**src/rtl/timer_pkg.sv**
```systemverilog
package timer_pkg;

  localparam int TMR_CNT_W = 16;
  localparam int TMR_ADDR_W = 8;
  localparam int TMR_DATA_W = 32;

  typedef logic [TMR_CNT_W-1:0] tcount_t;

  localparam logic [TMR_ADDR_W-1:0] A_CTRL   = 8'h00;
  localparam logic [TMR_ADDR_W-1:0] A_INTEN  = 8'h04;
  localparam logic [TMR_ADDR_W-1:0] A_STAT   = 8'h08;
  localparam logic [TMR_ADDR_W-1:0] A_EVGEN  = 8'h0C;
  localparam logic [TMR_ADDR_W-1:0] A_CHCFG  = 8'h10;
  localparam logic [TMR_ADDR_W-1:0] A_COUNT  = 8'h14;
  localparam logic [TMR_ADDR_W-1:0] A_DIV    = 8'h18;
  localparam logic [TMR_ADDR_W-1:0] A_RELOAD = 8'h1C;
  localparam logic [TMR_ADDR_W-1:0] A_CMP    = 8'h20;

  typedef enum logic [2:0] {
    OUTM_LOW   = 3'd0,
    OUTM_LEAD  = 3'd6,
    OUTM_TRAIL = 3'd7
  } out_mode_e;

  // next divider phase: wraps at the active limit, holds when stopped
  function automatic tcount_t prescale_step(tcount_t phase, tcount_t limit, logic run);
    if (!run) return phase;
    if (phase == limit) return '0;
    return phase + tcount_t'(1);
  endfunction

  // counting step of the main counter: zero when at or beyond the limit
  function automatic tcount_t count_step(tcount_t cur, tcount_t limit);
    if (cur >= limit) return '0;
    return cur + tcount_t'(1);
  endfunction

  // level of the compare channel for a given mode
  function automatic logic pwm_level(logic [2:0] mode, tcount_t cur, tcount_t cmp);
    case (mode)
      3'd6:    return cur < cmp;
      3'd7:    return cur >= cmp;
      default: return 1'b0;
    endcase
  endfunction

endpackage

```
**src/rtl/tmr_regs.sv**
```systemverilog
module tmr_regs
  import timer_pkg::*;
#(
  parameter int ADDR_W = TMR_ADDR_W,
  parameter int DATA_W = TMR_DATA_W,
  parameter int CNT_W  = TMR_CNT_W
) (
  input  logic              clk,
  input  logic              rst_n,
  input  logic [ADDR_W-1:0] bus_addr,
  input  logic              bus_we,
  input  logic [DATA_W-1:0] bus_wdata,
  output logic [DATA_W-1:0] bus_rdata,
  input  logic              upd_evt,
  input  logic              cmp_evt,
  input  logic [CNT_W-1:0]  cnt_val,
  output logic              run,
  output logic              force_upd,
  output logic              cnt_load,
  output logic [CNT_W-1:0]  cnt_load_val,
  output logic [CNT_W-1:0]  div_sh,
  output logic [CNT_W-1:0]  reload,
  output logic [CNT_W-1:0]  cmp_sh,
  output logic [2:0]        mode,
  output logic              preload,
  output logic              outen,
  output logic              irq
);
  localparam int NFLAG = 2;
  localparam int PADW  = DATA_W - CNT_W;

  logic             quiet;
  logic [NFLAG-1:0] inten;
  logic [NFLAG-1:0] stat;
  logic [NFLAG-1:0] stat_set;

  logic wr_ctrl, wr_inten, wr_stat, wr_evgen, wr_chcfg, wr_count, wr_div, wr_reload, wr_cmp;

  assign wr_ctrl   = bus_we && (bus_addr == A_CTRL);
  assign wr_inten  = bus_we && (bus_addr == A_INTEN);
  assign wr_stat   = bus_we && (bus_addr == A_STAT);
  assign wr_evgen  = bus_we && (bus_addr == A_EVGEN);
  assign wr_chcfg  = bus_we && (bus_addr == A_CHCFG);
  assign wr_count  = bus_we && (bus_addr == A_COUNT);
  assign wr_div    = bus_we && (bus_addr == A_DIV);
  assign wr_reload = bus_we && (bus_addr == A_RELOAD);
  assign wr_cmp    = bus_we && (bus_addr == A_CMP);

  assign force_upd    = wr_evgen && bus_wdata[0];
  assign cnt_load     = wr_count;
  assign cnt_load_val = bus_wdata[CNT_W-1:0];

  assign stat_set = {cmp_evt, upd_evt && !quiet};

  always_ff @(posedge clk or negedge rst_n) begin
    if (!rst_n) begin
      run     <= 1'b0;
      quiet   <= 1'b0;
      inten   <= '0;
      stat    <= '0;
      mode    <= 3'd0;
      preload <= 1'b0;
      outen   <= 1'b0;
      div_sh  <= '0;
      reload  <= '0;
      cmp_sh  <= '0;
    end else begin
      if (wr_ctrl) begin
        run   <= bus_wdata[0];
        quiet <= bus_wdata[1];
      end
      if (wr_inten) inten <= bus_wdata[NFLAG-1:0];
      if (wr_stat) stat <= (stat & bus_wdata[NFLAG-1:0]) | stat_set;
      else         stat <= stat | stat_set;
      if (wr_chcfg) begin
        mode    <= bus_wdata[2:0];
        preload <= bus_wdata[3];
        outen   <= bus_wdata[4];
      end
      if (wr_div)    div_sh <= bus_wdata[CNT_W-1:0];
      if (wr_reload) reload <= bus_wdata[CNT_W-1:0];
      if (wr_cmp)    cmp_sh <= bus_wdata[CNT_W-1:0];
    end
  end

  assign irq = |(stat & inten);

  always_comb begin
    bus_rdata = '0;
    case (bus_addr)
      A_CTRL:   bus_rdata = {{(DATA_W-2){1'b0}}, quiet, run};
      A_INTEN:  bus_rdata = {{(DATA_W-NFLAG){1'b0}}, inten};
      A_STAT:   bus_rdata = {{(DATA_W-NFLAG){1'b0}}, stat};
      A_CHCFG:  bus_rdata = {{(DATA_W-5){1'b0}}, outen, preload, mode};
      A_COUNT:  bus_rdata = {{PADW{1'b0}}, cnt_val};
      A_DIV:    bus_rdata = {{PADW{1'b0}}, div_sh};
      A_RELOAD: bus_rdata = {{PADW{1'b0}}, reload};
      A_CMP:    bus_rdata = {{PADW{1'b0}}, cmp_sh};
      default:  bus_rdata = '0;
    endcase
  end

  AST_FLAG_ON_UPDATE: assert property (@(posedge clk) disable iff (!rst_n)
    (upd_evt && !quiet) |=> stat[0]);
  AST_QUIET_NO_FLAG: assert property (@(posedge clk) disable iff (!rst_n)
    (quiet && !stat[0]) |=> !stat[0]);
  AST_EVGEN_READS_ZERO: assert property (@(posedge clk) disable iff (!rst_n)
    (bus_addr == A_EVGEN) |-> (bus_rdata == '0));
  AST_CLEAR_ONLY_ZERO: assert property (@(posedge clk) disable iff (!rst_n)
    (wr_stat && bus_wdata[1] && stat[1]) |=> stat[1]);

endmodule

```
**src/rtl/tmr_prescaler.sv**
```systemverilog
module tmr_prescaler
  import timer_pkg::*;
#(
  parameter int CNT_W = TMR_CNT_W
) (
  input  logic             clk,
  input  logic             rst_n,
  input  logic             run,
  input  logic             upd_evt,
  input  logic [CNT_W-1:0] div_sh,
  output logic             tick
);
  logic [CNT_W-1:0] phase;
  logic [CNT_W-1:0] limit;

  assign tick = run && (phase == limit);

  always_ff @(posedge clk or negedge rst_n) begin
    if (!rst_n) begin
      phase <= '0;
      limit <= '0;
    end else begin
      if (upd_evt) begin
        phase <= '0;
        limit <= div_sh;
      end else begin
        phase <= prescale_step(phase, limit, run);
      end
    end
  end

  AST_PRESCALE_RANGE: assert property (@(posedge clk) disable iff (!rst_n)
    phase <= limit);
  AST_DIV_BUFFERED: assert property (@(posedge clk) disable iff (!rst_n)
    !upd_evt |=> $stable(limit));

endmodule

```
**src/rtl/tmr_counter.sv**
```systemverilog
module tmr_counter
  import timer_pkg::*;
#(
  parameter int CNT_W = TMR_CNT_W
) (
  input  logic             clk,
  input  logic             rst_n,
  input  logic             tick,
  input  logic             force_upd,
  input  logic             cnt_load,
  input  logic [CNT_W-1:0] cnt_load_val,
  input  logic [CNT_W-1:0] reload,
  input  logic [CNT_W-1:0] cmp_act,
  output logic [CNT_W-1:0] cnt,
  output logic             upd_evt,
  output logic             cmp_evt
);
  logic             adv;
  logic             wrap;
  logic [CNT_W-1:0] step;

  assign adv     = tick && (reload != '0);
  assign step    = count_step(cnt, reload);
  assign wrap    = adv && (cnt >= reload);
  assign upd_evt = wrap || force_upd;
  assign cmp_evt = adv && (step == cmp_act);

  always_ff @(posedge clk or negedge rst_n) begin
    if (!rst_n)         cnt <= '0;
    else if (force_upd) cnt <= '0;
    else if (cnt_load)  cnt <= cnt_load_val;
    else if (adv)       cnt <= step;
  end

  AST_WRAP_ZERO: assert property (@(posedge clk) disable iff (!rst_n)
    upd_evt |=> (cnt == '0));
  AST_STEP_ONE: assert property (@(posedge clk) disable iff (!rst_n)
    (adv && !wrap && !cnt_load && !force_upd) |=> (cnt == $past(cnt) + 1'b1));
  AST_HOLD_IDLE: assert property (@(posedge clk) disable iff (!rst_n)
    (!tick && !cnt_load && !force_upd) |=> $stable(cnt));

endmodule

```
**src/rtl/tmr_pwm.sv**
```systemverilog
module tmr_pwm
  import timer_pkg::*;
#(
  parameter int CNT_W = TMR_CNT_W
) (
  input  logic             clk,
  input  logic             rst_n,
  input  logic             upd_evt,
  input  logic             preload,
  input  logic             outen,
  input  logic [2:0]       mode,
  input  logic [CNT_W-1:0] cmp_sh,
  input  logic [CNT_W-1:0] cnt,
  output logic [CNT_W-1:0] cmp_act,
  output logic             pwm
);
  always_ff @(posedge clk or negedge rst_n) begin
    if (!rst_n)                   cmp_act <= '0;
    else if (!preload || upd_evt) cmp_act <= cmp_sh;
  end

  assign pwm = outen && pwm_level(mode, cnt, cmp_act);

  AST_CMP_PRELOAD: assert property (@(posedge clk) disable iff (!rst_n)
    (preload && !upd_evt) |=> $stable(cmp_act));
  AST_PWM_DISABLED: assert property (@(posedge clk) disable iff (!rst_n)
    $fell(outen) |-> !pwm);

endmodule

```
**src/rtl/gp_pwm_timer.sv**
```systemverilog
module gp_pwm_timer
  import timer_pkg::*;
#(
  parameter int ADDR_W = TMR_ADDR_W,
  parameter int DATA_W = TMR_DATA_W,
  parameter int CNT_W  = TMR_CNT_W
) (
  input  logic              clk,
  input  logic              rst_n,
  input  logic [ADDR_W-1:0] bus_addr,
  input  logic              bus_we,
  input  logic [DATA_W-1:0] bus_wdata,
  output logic [DATA_W-1:0] bus_rdata,
  output logic              irq_o,
  output logic              pwm_o
);
  logic             run, force_upd, cnt_load, preload, outen;
  logic             tick, upd_evt, cmp_evt;
  logic [2:0]       mode;
  logic [CNT_W-1:0] cnt_load_val, div_sh, reload, cmp_sh, cmp_act, cnt;

  tmr_regs #(.ADDR_W(ADDR_W), .DATA_W(DATA_W), .CNT_W(CNT_W)) u_regs (
    .clk, .rst_n, .bus_addr, .bus_we, .bus_wdata, .bus_rdata,
    .upd_evt, .cmp_evt, .cnt_val(cnt),
    .run, .force_upd, .cnt_load, .cnt_load_val,
    .div_sh, .reload, .cmp_sh, .mode, .preload, .outen,
    .irq(irq_o)
  );

  tmr_prescaler #(.CNT_W(CNT_W)) u_presc (
    .clk, .rst_n, .run, .upd_evt, .div_sh, .tick
  );

  tmr_counter #(.CNT_W(CNT_W)) u_cnt (
    .clk, .rst_n, .tick, .force_upd, .cnt_load, .cnt_load_val,
    .reload, .cmp_act, .cnt, .upd_evt, .cmp_evt
  );

  tmr_pwm #(.CNT_W(CNT_W)) u_pwm (
    .clk, .rst_n, .upd_evt, .preload, .outen, .mode,
    .cmp_sh, .cnt, .cmp_act, .pwm(pwm_o)
  );

endmodule

```
**config.mk**
```make
export PLATFORM = sky130hd
export DESIGN_NAME = gp_pwm_timer
export DESIGN_NICKNAME = d
export VERILOG_FILES = /design/src/rtl/timer_pkg.sv /design/src/rtl/tmr_regs.sv /design/src/rtl/tmr_prescaler.sv /design/src/rtl/tmr_counter.sv /design/src/rtl/tmr_pwm.sv /design/src/rtl/gp_pwm_timer.sv
export SDC_FILE = /design/constraint.sdc
export NUM_CORES = 1
export LEC_CHECK = 0
export BUFFER_PORTS_ARGS = -buffer_cell sky130_fd_sc_hd__buf_4
export CAP_MARGIN = 20
export CORE_UTILIZATION = 40
export CTS_CLUSTER_DIAMETER = 100
export DETAILED_ROUTE_END_ITERATION = 10
export PLACE_DENSITY = 0.55
export SLEW_MARGIN = 15
export SYNTH_ARGS = -nofsm -noshare
export SYNTH_HDL_FRONTEND = slang
export SYNTH_SLANG_ARGS = --single-unit
```
**constraint.sdc**
```tcl
create_clock -name clk -period 4.1 [get_ports clk]
set_input_delay 0.615 -clock clk [delete_from_list [all_inputs] [get_ports clk]]
set_output_delay 0.615 -clock clk [all_outputs]
set_load 0.01 [all_outputs]
```
-- After elaboration in Yosys (flattened, before gate mapping)
Index checks and enable logic that the tools add are counted.
- register bits after elaboration: 123
- bits of input ports: 43
- output and inout port bits: 34
- $add $sub $neg: 2
- order comparisons: 3
- eq/ne operators: 12
- multiplexer cells: 19
- bitwise operators: 4
- reduce and logical (&&, ||, !) cells: 24
- operators with widths (cell ; number):
    two-way mux 16 bit ; 10
    case mux 16 bit (8 select lines) ; 1
    adder 16 x 1 -> 16 bit, second input constant ; 2
    equality test 16 bit ; 2
    equality test 8 x 5 -> 1 bit, second input constant ; 4
    >= comparator 16 bit ; 2
    equality test 8 x 4 -> 1 bit, second input constant ; 2
    logical AND 1 bit ; 16
    less-than comparator 16 bit ; 1
    nonzero test 16 bit ; 1
    equality test 8 x 3 -> 1 bit, second input constant ; 1
    equality test 8 x 6 -> 1 bit, second input constant ; 1
    logical NOT 8 bit ; 1
    equality test 3 bit, second input constant ; 2
    two-way mux 1 bit ; 6
    AND 2 bit ; 2
    OR 2 bit ; 2
    nonzero test 3 bit ; 1
    logical NOT 1 bit ; 2
    logical OR 1 bit ; 2
    two-way mux 2 bit ; 1
    case mux 1 bit (2 select lines) ; 1
    OR reduction 2 bit ; 1

-- Longest topological paths before layout
- depth after elaboration: 11
- gate-level depth with buffers: 12
- depth with buffers taken out: 9

-- Cells and area by module
A second synthesis with hierarchy kept.
- cells, all modules: 801
- area, all modules: 8155.3 µm²
- modules (own cells, without submodules) (module ; instances ; cells an instance ; area each (µm²)):
    tmr_regs ; 1 ; 267 ; 3315.7
    tmr_counter ; 1 ; 274 ; 2190.9
    tmr_prescaler ; 1 ; 150 ; 1645.3
    tmr_pwm ; 1 ; 110 ; 1003.5

-- Least setup slack after synthesis
OpenSTA, ideal clock, no wires.
- kind: register -> register
- from: register u_cnt.cnt[0]
- to: register u_pwm.cmp_act[10]
- setup time: 0.125 ns
- data arrival time: 2.773 ns
- required time: 3.975 ns
- setup slack: 1.202 ns
- cell stages (with the launch flop): 13
- buffers on the path: 3
- path through: dfrtp_1 buf_4 inv_1 ha_1 nand2b_1 a2111o_1 a311oi_2 o21ai_1 a21boi_4 and2_1 buf_4 buf_6 mux2_4
- word-level cells in the longest chain between the ends: 4
- ends and longest elaborated chain (what ; RTL line ; text):
    start, declared ; tmr_counter.sv:14 ; output logic [CNT_W-1:0] cnt,
    start signal, assigned ; tmr_counter.sv:31 ; else if (cnt_load) cnt <= cnt_load_val;
    start signal, assigned ; tmr_counter.sv:32 ; else if (adv) cnt <= step;
    >= comparator 16 bit ; tmr_counter.sv:24 ; assign wrap = adv && (cnt >= reload);
    logical AND 1 bit ; tmr_counter.sv:24 ;
    logical OR 1 bit ; tmr_counter.sv:25 ; assign upd_evt = wrap || force_upd;
    logical OR 1 bit ; tmr_pwm.sv:19 ; else if (!preload || upd_evt) cmp_act <= cmp_sh;
    end signal, assigned ; tmr_pwm.sv:19 ;
    end, declared ; tmr_pwm.sv:14 ; output logic [CNT_W-1:0] cmp_act,
Every way passes these cells.
A chain may end at the register's enable or synchronous reset.

-- Worst setup path in the final report
- from: register u_cnt.cnt[2]
- to: output port pwm_o
- word-level cells in the longest chain between the ends: 3
- ends and longest elaborated chain (what ; RTL line ; text):
    >= comparator 16 bit / less-than comparator 16 bit (equally long branches) ; timer_pkg.sv:42, timer_pkg.sv:41 ;
    case mux 1 bit (2 select lines) * ; timer_pkg.sv:40 ; case (mode)
    logical AND 1 bit * ; tmr_pwm.sv:22 ; assign pwm = outen && pwm_level(mode, cnt, cmp_act);
    end, declared ; gp_pwm_timer.sv:15 ; output logic pwm_o
Mark *: on every way between the ends. The rest lies on a longest branch, timed or not.

==> metrics.yaml <==
worst_ep_required_time_ns: 3.48
synthArstFlopShare: 1.00
io_buffers: 44
postCtsHoldBufs: 0
clock-skew-final_ns: 0.0111
grtUsageTotal: 0.239
ctsHtreeMaxLevel: 4
setup_viol: 0
antenna_cells: 0
io_pins: 77
fp.dieArea_sq_mm: 0.0199
area_growth_pct: 15.4
synth_cell_types: 76
dr.first_iter.drc_count: 691
setup_tns_ns: 0
fp.dieW_um: 141
cap_violations: 0
synth_edf_count: 0
synth_ff_type: "dfrtp_1"
final.period_utilization: 0.925
syn_area_sq_mm: 0.00774
cts_max_path_buffers: 2
grt_pass1_wl_um: 36200
routed_wirelength_um: 22600
start_kind: "flip-flop"
overflow: 0
cts_tree: "done"
dpl.hpwl_um: 16900
crit_path_cell_trace: "ha_1 -> a21o_1 -> a21o_1 -> a211o_1 -> a221oi_1 -> a21oi_1 -> a2111o_1 -> o211a_1 -> buf_4"
crit_path_max_fanout: 11
max_stage_delay_ns: 0.61
vias_per_cell: 5.82
cp_slowest_cell: "dfrtp_1"
critPathKind: "flip-flop to primary output"
wl_per_cell_um: 20.3
drive_gt1_frac: 0.213
synth_seq_cells: 123
timing.final.crit_period_ns: 3.79
drc: 0
fin_nets: 918
leakagePower_nw: 4.21
ctsResizeCount: 0
timing.slew.headroom: 0.419
numCtsBuffers: 17
yosys_warnings: 0
dr.pass1.iters: 7
ys_seq_area_frac: 0.398
place_ws_ns: 0.653
die_h_um: 141
cts_root_buf: "clkbuf_16"
max_freq_mhz: 264
clock_sinks: 123
clk_pin_slew_ns: 0.06
post-cts-setup-buffers: 0
start_util: 0.411
critPathCaptureType: "primary output"
core_area_sq_mm: 0.0188
syn_area_per_cell_sq_um: 9.64
r2r_start: "u_cnt.cnt[0]"
gp_congestion: 0.893
worstHoldPathType: "input pin to asynchronous set/reset pin"
insertion_delay_ns: 0.42
grt_pass1_vias: 6456
grt_max_degree: 81
cp-startpoint: "u_cnt.cnt[2]"
rows: 50
status: "finished clean"
maxSlewViolCount: 0
cpMostUsedCell: "a21o_1"
vdd_drop_max_uv: 232
setup_ws_ns: 0.309
antenna_found_initial: 0
ant_nets: 0
rsz0062_at_grt: "false"
synth_cells: 803
vias: 6480
arrival_ns: 3.18
powerDensity_mw_per_mm2: 403
tightest_slew_ns: 0.871
hold_violations: 0
critical path: cells and delay by family, from the launching register on:
family / cells / cell delay (ns)
buf+inv: 1 / 0.14
fa+ha+maj: 1 / 0.33
compound gates: 7 / 1.67
flops: 1 / 0.61
flip-flops by register name, indices dropped and copies added (netlist names):
name,cells
u_regs.div_sh,16
u_regs.quiet,1
u_cnt.cnt,16
u_regs.mode,3
u_regs.preload,1
u_regs.cmp_sh,16
u_presc.limit,16
u_regs.run,1
u_presc.phase,16
u_regs.outen,1
u_regs.reload,16
u_regs.inten,2
u_regs.stat,2
u_pwm.cmp_act,16
cell usage in the layout (no fill, tap or decap), drive strengths merged, types with 13 or more instances in the layout:
cell and n:
dfrtp 123, nand2 116, mux2 73, buf 58, nor2 50, inv 42
nor3 41, ha 34, o21ai 30, xor2 24, a21oi 22, clkbuf 20
a222oi 17, conb 16, nand4 16, nor4 14, a21o 13, a221oi 13
final timing paths:
| path | to | slack [ns] | cells past startpoint |
|---|---|---|---|
| min in group clk | u_regs.cmp_sh[6] | 0.48 | 2 |
| max reg2reg | u_regs.stat[1] | 0.63 | 10 |
| max in group asynchronous | u_cnt.cnt[5] | 3.11 | 3 |
| min reg2reg | u_presc.limit[7] | 0.49 | 2 |
| max | pwm_o | 0.31 | 9 |
| min | u_pwm.cmp_act[14] | 0.07 | 1 |
routing by layer:
| layer | GRT usage | vias up | wire length, um |
|---|---|---|---|
| li1 | - | 2975 | - |
| met1 | 0.331 | 3220 | 10500 |
| met2 | 0.375 | 260 | 10300 |
| met3 | 0.0537 | 25 | 1370 |
| met4 | 0.0664 | 0 | 403 |
| met5 | 0 | - | 0 |
through the flow:
step	hold WS (ns)	utilization	instances	power, mW	instance area (sq um)
finish	0.0747	0.475	1114	3.60	8940
global route	0.0775	0.475	1114	3.76	8940
CTS	0.394	0.473	1113	3.62	8910
detailed placement	0.483	0.439	1081	1.99	8270
global placement	0.479	0.439	1081	1.97	8270
floorplan	0.319	-	818	1.78	7800
cell usage after synthesis (5+ instances only):
cell,n,area share
nor2_1,48,0.023
and3_1,5,0.0040
xnor2_1,11,0.012
inv_1,40,0.019
buf_2,11,0.0071
a222oi_1,17,0.022
or3_1,11,0.0089
mux2_4,10,0.019
a22oi_1,5,0.0048
nand3_1,12,0.0078
nor4_1,10,0.0081
a211oi_1,5,0.0048
clkbuf_1,19,0.0092
mux2_2,63,0.092
xor2_1,24,0.027
a21o_1,13,0.013
nor3_1,39,0.025
nand4_1,14,0.011
ha_1,34,0.055
buf_4,19,0.018
nand2_1,115,0.056
a21oi_1,22,0.014
dfrtp_1,123,0.40
nor2b_1,6,0.0048
a221oi_1,13,0.015
o21ai_0,27,0.017
area by class of cell:
| cell class | count | area [sq um] |
|---|---|---|
| fillers | 1765 | 9890 |
| multi-input cells | 601 | 4270 |
| flip-flops and latches | 123 | 3080 |
| repair buffers | 58 | 468 |
| clock buffers | 20 | 457 |
| well taps | 260 | 325 |
| clock inverters | 12 | 186 |
| inverters | 40 | 150 |
report_power, final:
group / switching (mW) / internal (mW)
registers: 0.116 / 1.28
clock network: 0.569 / 1.06
logic: 0.333 / 0.251
cells by family (layout without fill, tap and decap cells):
logic type	after synthesis	after routing	share of synthesized area
xor gates and xnor gates	38	38	0.0483
adders and majority gates	34	34	0.0549
DFF	123	123	0.398
muxes	73	73	0.111
and+or+nand+nor	293	293	0.187
other	1	16	0.000484
buffers and inverters	94	130	0.0587
AOI/OAI and AO/OA	147	147	0.142
Note: power is estimated with default switching activity, not from simulation.
